==> src/rtl/loader_pkg.sv <==
package loader_pkg;
  typedef struct packed {
    logic capture;
    logic commit;
    logic readEn;
  } ctrlStb_t;
endpackage

==> src/rtl/loader_ctrl.sv <==
module loader_ctrl
  import loader_pkg::*;
#(
  parameter int CLK_HZ = 250_000_000,
  parameter int POS_W  = 7
) (
  input  logic             clk,
  input  logic             rstN,
  input  logic             strobeAsync,
  output logic             blanking,
  output logic             pending,
  output logic [POS_W-1:0] scanPos,
  output ctrlStb_t         stb
);
  localparam int SLOT_CYC    = CLK_HZ / 20000;
  localparam int BLANK_CYC   = SLOT_CYC / 4;
  localparam int BLANK_START = SLOT_CYC - BLANK_CYC;
  localparam int CNT_W       = $clog2(SLOT_CYC);

  logic [CNT_W-1:0] slotCnt;
  logic             slotEnd;
  logic             syncA, syncB, armed;
  logic             captureNow, commitNow;

  // slot timer and scan position
  assign slotEnd  = (slotCnt == CNT_W'(SLOT_CYC - 1));
  assign blanking = (slotCnt >= CNT_W'(BLANK_START));

  always_ff @(posedge clk) begin
    if (!rstN) begin
      slotCnt <= '0;
      scanPos <= '0;
    end else begin
      slotCnt <= slotEnd ? '0 : slotCnt + 1'b1;
      if (slotEnd) scanPos <= scanPos + 1'b1;
    end
  end

  // strobe synchronizer and one-shot arming
  always_ff @(posedge clk) begin
    if (!rstN) begin
      syncA <= 1'b0;
      syncB <= 1'b0;
    end else begin
      syncA <= strobeAsync;
      syncB <= syncA;
    end
  end

  assign captureNow = syncB & armed & ~blanking;
  assign commitNow  = pending & (slotCnt == CNT_W'(BLANK_START));

  always_ff @(posedge clk) begin
    if (!rstN) begin
      armed   <= 1'b1;
      pending <= 1'b0;
    end else begin
      if (!syncB)          armed <= 1'b1;
      else if (captureNow) armed <= 1'b0;
      if (captureNow)      pending <= 1'b1;
      else if (commitNow)  pending <= 1'b0;
    end
  end

  always_comb begin
    stb.capture = captureNow;
    stb.commit  = commitNow;
    stb.readEn  = ~blanking;
  end
endmodule

==> src/rtl/loader_dp.sv <==
module loader_dp
  import loader_pkg::*;
#(
  parameter int POS_W  = 7,
  parameter int CODE_W = 5
) (
  input  logic                    clk,
  input  logic                    rstN,
  input  logic [POS_W+CODE_W-1:0] busIn,
  input  logic [POS_W-1:0]        scanPos,
  input  ctrlStb_t                stb,
  output logic [CODE_W-1:0]       glyphCode
);
  localparam int DEPTH = 1 << POS_W;

  logic [POS_W-1:0]  posQ;
  logic [CODE_W-1:0] codeQ;
  logic [CODE_W-1:0] screenMem [DEPTH];

  // holding registers for the captured pair
  always_ff @(posedge clk) begin
    if (!rstN) begin
      posQ  <= '0;
      codeQ <= '0;
    end else if (stb.capture) begin
      posQ  <= busIn[POS_W+CODE_W-1:CODE_W];
      codeQ <= busIn[CODE_W-1:0];
    end
  end

  // single-port screen RAM: write in blanking, read when visible
  always_ff @(posedge clk) begin
    if (stb.commit) screenMem[posQ] <= codeQ;
  end

  always_ff @(posedge clk) begin
    if (!rstN)           glyphCode <= '0;
    else if (stb.readEn) glyphCode <= screenMem[scanPos];
  end
endmodule

==> src/rtl/blank_loader.sv <==
module blank_loader
  import loader_pkg::*;
#(
  parameter int CLK_HZ = 250_000_000,
  parameter int POS_W  = 7,
  parameter int CODE_W = 5
) (
  input  logic                    clk,
  input  logic                    rstN,
  input  logic [POS_W+CODE_W-1:0] updBus,
  input  logic                    updStrobe,
  output logic                    blanking,
  output logic [POS_W-1:0]        scanPos,
  output logic [CODE_W-1:0]       glyphCode,
  output logic                    pending
);
  ctrlStb_t stb;

  loader_ctrl #(.CLK_HZ(CLK_HZ), .POS_W(POS_W)) uCtrl (
    .clk(clk), .rstN(rstN), .strobeAsync(updStrobe),
    .blanking(blanking), .pending(pending), .scanPos(scanPos), .stb(stb)
  );

  loader_dp #(.POS_W(POS_W), .CODE_W(CODE_W)) uDp (
    .clk(clk), .rstN(rstN), .busIn(updBus), .scanPos(scanPos),
    .stb(stb), .glyphCode(glyphCode)
  );
endmodule

==> config.mk <==
export PLATFORM = sky130hd
export DESIGN_NAME = blank_loader
export DESIGN_NICKNAME = d
export VERILOG_FILES = /design/src/rtl/loader_pkg.sv /design/src/rtl/loader_ctrl.sv /design/src/rtl/loader_dp.sv /design/src/rtl/blank_loader.sv
export SDC_FILE = /design/constraint.sdc
export NUM_CORES = 1
export LEC_CHECK = 0
export BUFFER_PORTS_ARGS = -buffer_cell sky130_fd_sc_hd__buf_2
export CAP_MARGIN = 20
export CORE_UTILIZATION = 40
export DETAILED_ROUTE_END_ITERATION = 10
export GPL_ROUTABILITY_DRIVEN = 0
export MAX_ROUTING_LAYER = met4
export PLACE_DENSITY = 0.63
export SETUP_SLACK_MARGIN = 0.3
export SYNTH_ARGS = -nofsm -noshare
export SYNTH_HDL_FRONTEND = slang
export SYNTH_SLANG_ARGS = --single-unit
==> constraint.sdc <==
create_clock -name clk -period 2.3 [get_ports clk]
set_clock_uncertainty 0.05 [all_clocks]
set_input_delay 0.115 -clock clk [delete_from_list [all_inputs] [get_ports clk]]
set_output_delay 0.115 -clock clk [all_outputs]
set_load 0.005 [all_outputs]
; ---- After elaboration in Yosys (flattened, before gate mapping)
; Memory sizes are Yosys's and may differ from the RTL's. A register that Yosys moved wholly into a read port is not among the register bits.
; Cells that the tools add are included.
[totals]
regBits = 37
latchBits = 0
ram_bits = 640
mem_bits_ro = 0
output_inout_bits = 14
n_memories = 1
[memory_table]
columns = name, words, word_bits, rd, rd_ports_with_merged_regs, wr, line_no
row1 = uDp.screenMem, 128, 5, 1, 1, 1, loader_dp.sv:18  ; logic [CODE_W-1:0] screenMem [DEPTH];
[classes]
add_sub_neg = 2
multipliers = 0
div_mod_pow = 0
order_cmp = 1
n_eq_ne = 2
shifts = 0
n_mux = 4
bitwise_logic = 5
n_reduce_logical = 5
[ops]
columns = op, n
row1 = $eq A14 B14 Y1 const B, 2
row2 = $add A14 B1 Y14 const B, 1
row3 = $ge A14 B14 Y1 const B, 1
row4 = $add A7 B1 Y7 const B, 1
row5 = $mux W1, 4
row6 = $and A1 B1 Y1, 3
row7 = $logic_not A1 Y1, 2
row8 = $not A1 Y1, 2
row9 = $reduce_and A2 Y1, 1
row10 = $reduce_bool A2 Y1, 1
row11 = $reduce_or A2 Y1, 1

; ---- Longest topological paths before layout
; Gate-level depths: netlist of the first run.
[depth]
ltp_word = 4
ltp_mapped = 11
mapped_depth_nobuf = 7

; ---- Cells and area by module
; Synthesis of the first run repeated with hierarchy kept, for this count alone.
[unflattened]
hier_cells = 1530
hier_area_um2 = 27232.4
[modules_own_cells]
columns = module, instances, cells_per_inst, area_per_inst_um2, seq_area_each_um2
row1 = loader_dp, 1, 1400, 26086.3, 19558.8
row2 = loader_ctrl, 1, 130, 1146.1, 500.5

; ---- Worst setup path before layout of the first run
; OpenSTA, ideal clock, no wires.
[synth_path]
path_type = register to register
startpoint = reg uCtrl.slotCnt[5]
endpoint = mem uDp.screenMem[72][0], enable pin
setup_ns = 0.340
t_arrival_ns = 2.172
path_slack_ns = -0.262
path_stages_with_launch = 8
path_buffers = 1
path_cell_list = dfxtp_1 or4_4 nor4_1 nand2_1 nor2_2 nand2_1 buf_2 nor2_1
[synth_between]
elab_chain_len = 4
[synth_lines]
columns = element, line_no
row1 = start: declaration, loader_ctrl.sv:20  ; logic [CNT_W-1:0] slotCnt;
row2 = start signal: assignment, loader_ctrl.sv:34  ; slotCnt <= slotEnd ? '0 : slotCnt + 1'b1;
row3 = $eq A14 B14 Y1, loader_ctrl.sv:51  ; assign commitNow = pending & (slotCnt == CNT_W'(BLANK_START));
row4 = $and A1 B1 Y1, loader_ctrl.sv:51
row5 = $mux W1, loader_dp.sv:33  ; if (stb.commit) screenMem[posQ] <= codeQ;
row6 = $mux W1 (not written as such), loader_dp.sv:33
row7 = end: declaration, loader_dp.sv:18
; Every way passes these cells.

; ---- Worst setup path after layout of the first run
[layout_path]
startpoint = reg uCtrl.slotCnt[11]
endpoint = out blanking
[layout_between]
elab_chain_len = 1
[layout_lines]
columns = element, line_no
row1 = $ge A14 B14 Y1, loader_ctrl.sv:27  ; assign blanking = (slotCnt >= CNT_W'(BLANK_START));
row2 = end: declaration, blank_loader.sv:12  ; output logic blanking,
; Every way passes these cells.

==> results of run 1 <==
-- final timing paths --
path / end / startpoint / slack, ns
max: blanking / uCtrl.slotCnt[11] / -0.28
min: uDp.codeQ[0] / updBus[0] / 0.26
max reg2reg: uDp.glyphCode[3] / uCtrl.slotCnt[11] / -0.23
min reg2reg: uCtrl.syncB / uCtrl.syncA / 0.42
-- final cells by class --
type                            instances  area [sq um]  area share [%]
Clock inverter                         39           402            1.16
Clock buffer                           87          1930            5.59
Multi-Input combinational cell        753          7840            22.7
Sequential cell                       682         20100            58.2
Tap cell                              864          1080            3.13
Inverter                                6          22.5          0.0652
Timing Repair Buffer                  280          3170            9.19
-- placed cells by master, fill, tap and decap left out, types with 8 or more instances in the layout --
cell / n
o21ai_0: 21
buf_12: 55
o22ai_1: 36
a22oi_1: 17
dlygate4sd3_1: 15
mux4_2: 97
clkbuf_16: 75
buf_2: 27
bufinv_16: 8
buf_4: 106
mux2i_1: 164
nand3_1: 27
a21oi_1: 21
a211oi_1: 10
a21oi_2: 12
nor2b_1: 10
dfxtp_4: 8
edfxtp_1: 640
clkinv_2: 9
nor2_1: 30
nand4_1: 11
nand2_4: 11
clkinv_1: 17
xor2_1: 11
dfxtp_1: 32
nand2_1: 52
buf_6: 67
clkbuf_1: 11
nor2_4: 130
-- metal layers --
layer  share of wire [%]  global-route usage, %  routed length, um
met5                   0                      -                  0
met4                 2.6                   6.94               1810
met3                 6.9                   3.22               4760
met2                  48                   32.8              33200
met1                  42                   28.9              29000
-- metrics by stage --
step           instance area (sq um)  instances  worst slack, ns  hold WS, ns
6_report                       34500       2711           -0.277        0.256
5_1_grt                        34500       2711           -0.323        0.278
4_1_cts                        34300       2700           -0.297        0.229
3_5_place_dp                   30600       2538           -0.244        0.284
3_3_place_gp                   30600       2538           -0.244        0.276
2_1_floorplan                  27800       1523          -0.0593        0.192
-- sequential cells by signal (all words and copies together), names as in the netlist --
| register | flops |
|---|---|
| uCtrl.armed | 1 |
| uCtrl.pending | 1 |
| uCtrl.syncB | 1 |
| uDp.posQ | 7 |
| uDp.screenMem | 640 |
| uCtrl.syncA | 1 |
| uDp.codeQ | 5 |
| uCtrl.slotCnt | 14 |
| uDp.glyphCode | 5 |
| uCtrl.scanPos | 7 |
-- power by group --
group,leakage [nW],internal (mW),total (mW),switching [mW]
registers,6.26,13.5,13.5,0.0463
logic,3.35,0.0885,0.300,0.212
clock network,1.14,6.87,11.5,4.68
-- timing repair --
action,in CTS,in global routing
buffers inserted,14,11
gates resized for setup,237,17
setup endpoints to repair,662,662
hold endpoints to repair,22,0
pin swaps,80,9
hold buffers,15,0
cloned,7,0
-- cell families after synthesis --
| group | share of synthesized area, % |
|---|---|
| DFF | 74.3 |
| and+or+nand+nor | 5.27 |
| muxes | 14.4 |
| AOI/OAI and AO/OA | 3.80 |
| buffers and inverters | 1.70 |
| xor gates and xnor gates | 0.422 |
| adders and majority gates | 0.0927 |
-- worst max-delay path: cells and delay by family (launching register included) --
family                 cells  cell delay [ns]
AO/OA/AOI/OAI              1             0.09
AND/OR/NAND/NOR            2             1.08
buffers and inverters      3             0.32
flip-flops                 1             0.32
==> impl_metrics.py, run 1 <==
metrics = {
    "place": {
        "port-buffer-count": 28,
        "dp_hpwl_um": 42800,
    },
    "setup_path": {
        "cp_max_fo": 3,
        "worst_ep_arrival_time_ns": 2.41,
        "crit_chain": "or4_4, or4_4, o311ai_4, buf_4, inv_2, buf_6",
        "start_kind": "register",
        "critPathSlowestCell": "or4_4",
        "cp_common_cell": "or4_4",
        "cp.required_ns": 2.13,
        "end_kind": "output pin",
        "cpPeakStageDelay_ns": 0.56,
        "r2r_cells": 9,
        "path_class": "register to output pin",
    },
    "run_status": {
        "status": "complete, but fails checks",
        "failed_checks": "setup timing",
    },
    "die": {
        "row_count": 94,
        "core_sq_um": 66200,
        "initial_core_util_pct": 40.8,
        "die_w_um": 262,
        "die-area_sq_um": 68500,
        "pin_count": 29,
        "die_h_um": 262,
    },
    "route": {
        "drtIter0Drc": 1450,
        "vias": 15165,
        "antenna_left": 0,
        "routed_wl_um": 68800,
        "dr.pass1.iters": 5,
        "drc_errors": 0,
        "wl_per_cell_um": 25.4,
        "vias_per_cell": 5.59,
    },
    "yosys": {
        "yosys_warnings": 0,
        "synth-seq-cells": 682,
        "syn_inst": 1523,
        "yosys.area.top_type": "edfxtp_1",
        "async_flop_share_pct": 0,
        "syn_nets": 1540,
        "synth_top_cell_area_share_pct": 71.2,
        "syn_avg_cell_area_sq_um": 17.7,
        "synthTopCellsByArea": "edfxtp_1, mux4_2, mux2i_1",
        "synth_area_sq_um": 27000,
        "yosysUniqueCellTypes": 53,
        "ys_seq_area_share_pct": 74.3,
        "synth.most_common_cell": "edfxtp_1",
        "synth_commonest_cells": "edfxtp_1, mux2i_1, nor2_1",
        "synth_edf_count": 640,
        "synth_ff_type": "edfxtp_1",
    },
    "clock_tree": {
        "clockBufferDepth": 3,
        "clkSinkCount": 682,
        "clockRootBuffer": "clkbuf_16",
        "clkLatencyLatePin_ns": 0.61,
        "cts_max_level": 3,
        "clk_pin_slew_worst_paths_ns": 0.06,
        "cts_tree": "yes",
        "cts_buffers": 71,
    },
    "pwr": {
        "p_per_area_nw_per_um2": 735,
        "vdd_ir_drop_max_v": 0.000625,
        "p_leak_nw": 10.7,
        "power_mw": 25.4,
    },
    "sta": {
        "rsz0062_at_grt": "yes",
        "slew_viol_final": 0,
        "min_period_ns": 2.58,
        "worst_pin_slew_ns": 0.897,
        "finalCritPeriodShare_pct": 112,
        "fmax_mhz": 388,
        "slew_headroom_pct": 40.0,
        "setup_viol": 595,
        "timing.setup.tns_ns": -79.34,
        "fin_ws_ns": -0.277,
        "hold_viol": 0,
    },
    "layout": {
        "drive_above_1_share_pct": 36.1,
        "fill_cells": 5098,
        "n_antenna_cell": 0,
        "layout.nets": 1811,
        "syn2layout_area_growth_pct": 27.9,
        "utilization_pct": 52.2,
    },
    "global_routing": {
        "grt_pass1_wl_um": 103000,
        "antenna_found_initial": 1,
        "grt_overflow": 0,
        "grt_max_degree": 130,
        "grt_usage_pct": 21.2,
        "grt_pass1_vias": 15596,
    },
    "min_path": {
        "hold_path_class": "input port to register",
        "holdPathStages": 4,
    },
    "job": {
        "cap_viol_max_count": 0,
    },
}
Power figures use the tool's default switching activity.
==> run 2: changes to the inputs <==
--- a/config.mk
+++ b/config.mk
@@ -8,6 +8,7 @@
 export BUFFER_PORTS_ARGS = -buffer_cell sky130_fd_sc_hd__buf_2
 export CAP_MARGIN = 20
 export CORE_UTILIZATION = 40
+export CTS_CLUSTER_DIAMETER = 30
 export DETAILED_ROUTE_END_ITERATION = 10
 export GPL_ROUTABILITY_DRIVEN = 0
 export MAX_ROUTING_LAYER = met4
==> constraint.sdc (replaced) <==
create_clock -name clk -period 2.3 [get_ports clk]
set_clock_uncertainty 0.05 [all_clocks]
set_input_delay 0.115 -clock clk [delete_from_list [all_inputs] [get_ports clk]]
set_output_delay 0.115 -clock clk [all_outputs]
set_load 0.05 [all_outputs]
==> impl_metrics.py, run 2 (synthesis gave the netlist of run 1 again) <==
metrics = {
    "global_routing": {
        "top_usage_layer": "met2",
        "use_met1_pct": 29.1,
        "grt_use_met2_pct": 33.0,
        "antenna_found_initial": 1,
        "grt_overflow": 0,
        "grt_pass1_vias": 16047,
        "grt_max_degree": 61,
        "grt_pass1_wl_um": 104000,
        "grt_usage_pct": 21.5,
        "met3_usage_pct": 3.34,
    },
    "die": {
        "die_h_um": 262,
        "die-area_sq_um": 68500,
        "pin_count": 29,
        "initial_core_util_pct": 40.8,
        "die_w_um": 262,
        "core_sq_um": 66200,
        "row_count": 94,
    },
    "run_status": {
        "failed_checks": "setup timing",
        "status": "complete, but fails checks",
    },
    "clock_tree": {
        "cts_buffers": 120,
        "cts_tree": "yes",
        "clk_pin_slew_worst_paths_ns": 0.06,
        "cts_max_level": 3,
        "clockBufferDepth": 3,
        "clkSinkCount": 682,
        "clockRootBuffer": "clkbuf_16",
        "clkLatencyLatePin_ns": 0.67,
    },
    "setup_path": {
        "path_class": "register to output pin",
        "cp_max_fo": 2,
        "start_kind": "register",
        "cp.required_ns": 2.13,
        "end_kind": "output pin",
        "worst_ep_arrival_time_ns": 2.43,
    },
    "layout": {
        "regMostFlops": "uDp.screenMem",
        "final_common_cell": "edfxtp_1",
        "multi_input_area_sq_um": 7790,
        "layout.nets": 1859,
        "seq_area_sq_um": 20100,
        "layout_common_cells": "edfxtp_1, mux2i_1, nor2_4",
        "drive_above_1_share_pct": 40.0,
        "n_antenna_cell": 0,
        "syn2layout_area_growth_pct": 34.4,
        "reg_top3": "uDp.screenMem: 640 flops, uCtrl.slotCnt: 14 flops",
        "largest_reg_flops": 640,
        "fill_cells": 4984,
    },
    "sta": {
        "finalCritPeriodShare_pct": 113,
        "worst_pin_slew_ns": 0.974,
        "rsz0062_at_grt": "yes",
        "fmax_mhz": 386,
        "setup_viol": 659,
        "slew_headroom_pct": 34.9,
        "timing.setup.tns_ns": -99.09,
        "hold_ws_ns": 0.190,
        "fin_ws_ns": -0.291,
        "min_period_ns": 2.59,
        "slew_viol_final": 0,
        "hold_viol": 0,
    },
    "job": {
        "cap_viol_max_count": 0,
    },
    "route": {
        "routed_wl_um": 70000,
        "antenna_left": 0,
        "wl_per_cell_um": 24.9,
        "drtIter0Drc": 1321,
        "vias_per_cell": 5.50,
        "drc_errors": 0,
        "vias": 15475,
        "dr.pass1.iters": 5,
    },
    "pwr": {
        "p_per_area_nw_per_um2": 874,
        "p_leak_nw": 11.6,
        "vdd_ir_drop_max_v": 0.000604,
        "power_mw": 31.7,
    },
    "min_path": {
        "hold_path_class": "input port to register",
    },
    "place": {
        "port-buffer-count": 28,
        "dp_hpwl_um": 43300,
    },
}
run 2: stage by stage:
step           worst slack [ns]  cells  utilization [%]  cell area [sq um]
6_report                 -0.291   2812             54.8              36300
5_1_grt                  -0.362   2812             54.8              36300
4_1_cts                  -0.308   2810             54.6              36200
3_5_place_dp             -0.182   2544             46.3              30600
3_3_place_gp             -0.193   2544             46.3              30600
2_1_floorplan           0.00775   1523                -              28100
run 2: worst max-delay path, cell delays in order (launching register included):
cell	delay, ns
dfxtp_1	0.30
or4_4	0.56
buf_6	0.14
or4_4	0.43
o311ai_4	0.09
inv_2	0.08
buf_8	0.16
run 2: power breakdown:
part / internal [mW] / switching, mW
Clock: 11.5 / 6.35
Combinational: 0.0917 / 0.213
Sequential: 13.5 / 0.0624
Total: 25.1 / 6.63
run 2: cell type report:
| cell class | instances | area share, % |
|---|---|---|
| Inverter | 6 | 0.0690 |
| Sequential cell | 682 | 55.4 |
| Multi-Input combinational cell | 754 | 21.5 |
| Tap cell | 864 | 2.98 |
| Clock buffer | 132 | 8.51 |
| Timing Repair Buffer | 278 | 8.60 |
| Clock inverter | 96 | 2.98 |
run 2: what timing repair did:
action | 4_1_cts | 5_1_grt
buffers inserted | 14 | 2
endpoints found under the hold margin | 34 | 0
pin swaps | 70 | 19
gates cloned | 9 | 0
setup endpoints to repair | 662 | 676
hold buffers | 15 | 0
resized for setup | 225 | 28
run 2: routing by layer:
metal / wire (um) / up-vias
met5: 0 / -
met4: 2040 / 0
met3: 3710 / 117
met2: 33400 / 555
met1: 30800 / 8026
li1: - / 6777
run 2: final timing paths:
check	from	end	slack, ns	cells past startpoint
worst max-delay path	uCtrl.slotCnt[8]	blanking	-0.29	6
worst min-delay path	updBus[1]	uDp.codeQ[1]	0.19	4
worst max register to register	uCtrl.slotCnt[8]	uDp.screenMem[53][3]	-0.27	10
worst min register to register	uCtrl.syncA	uCtrl.syncB	0.41	1
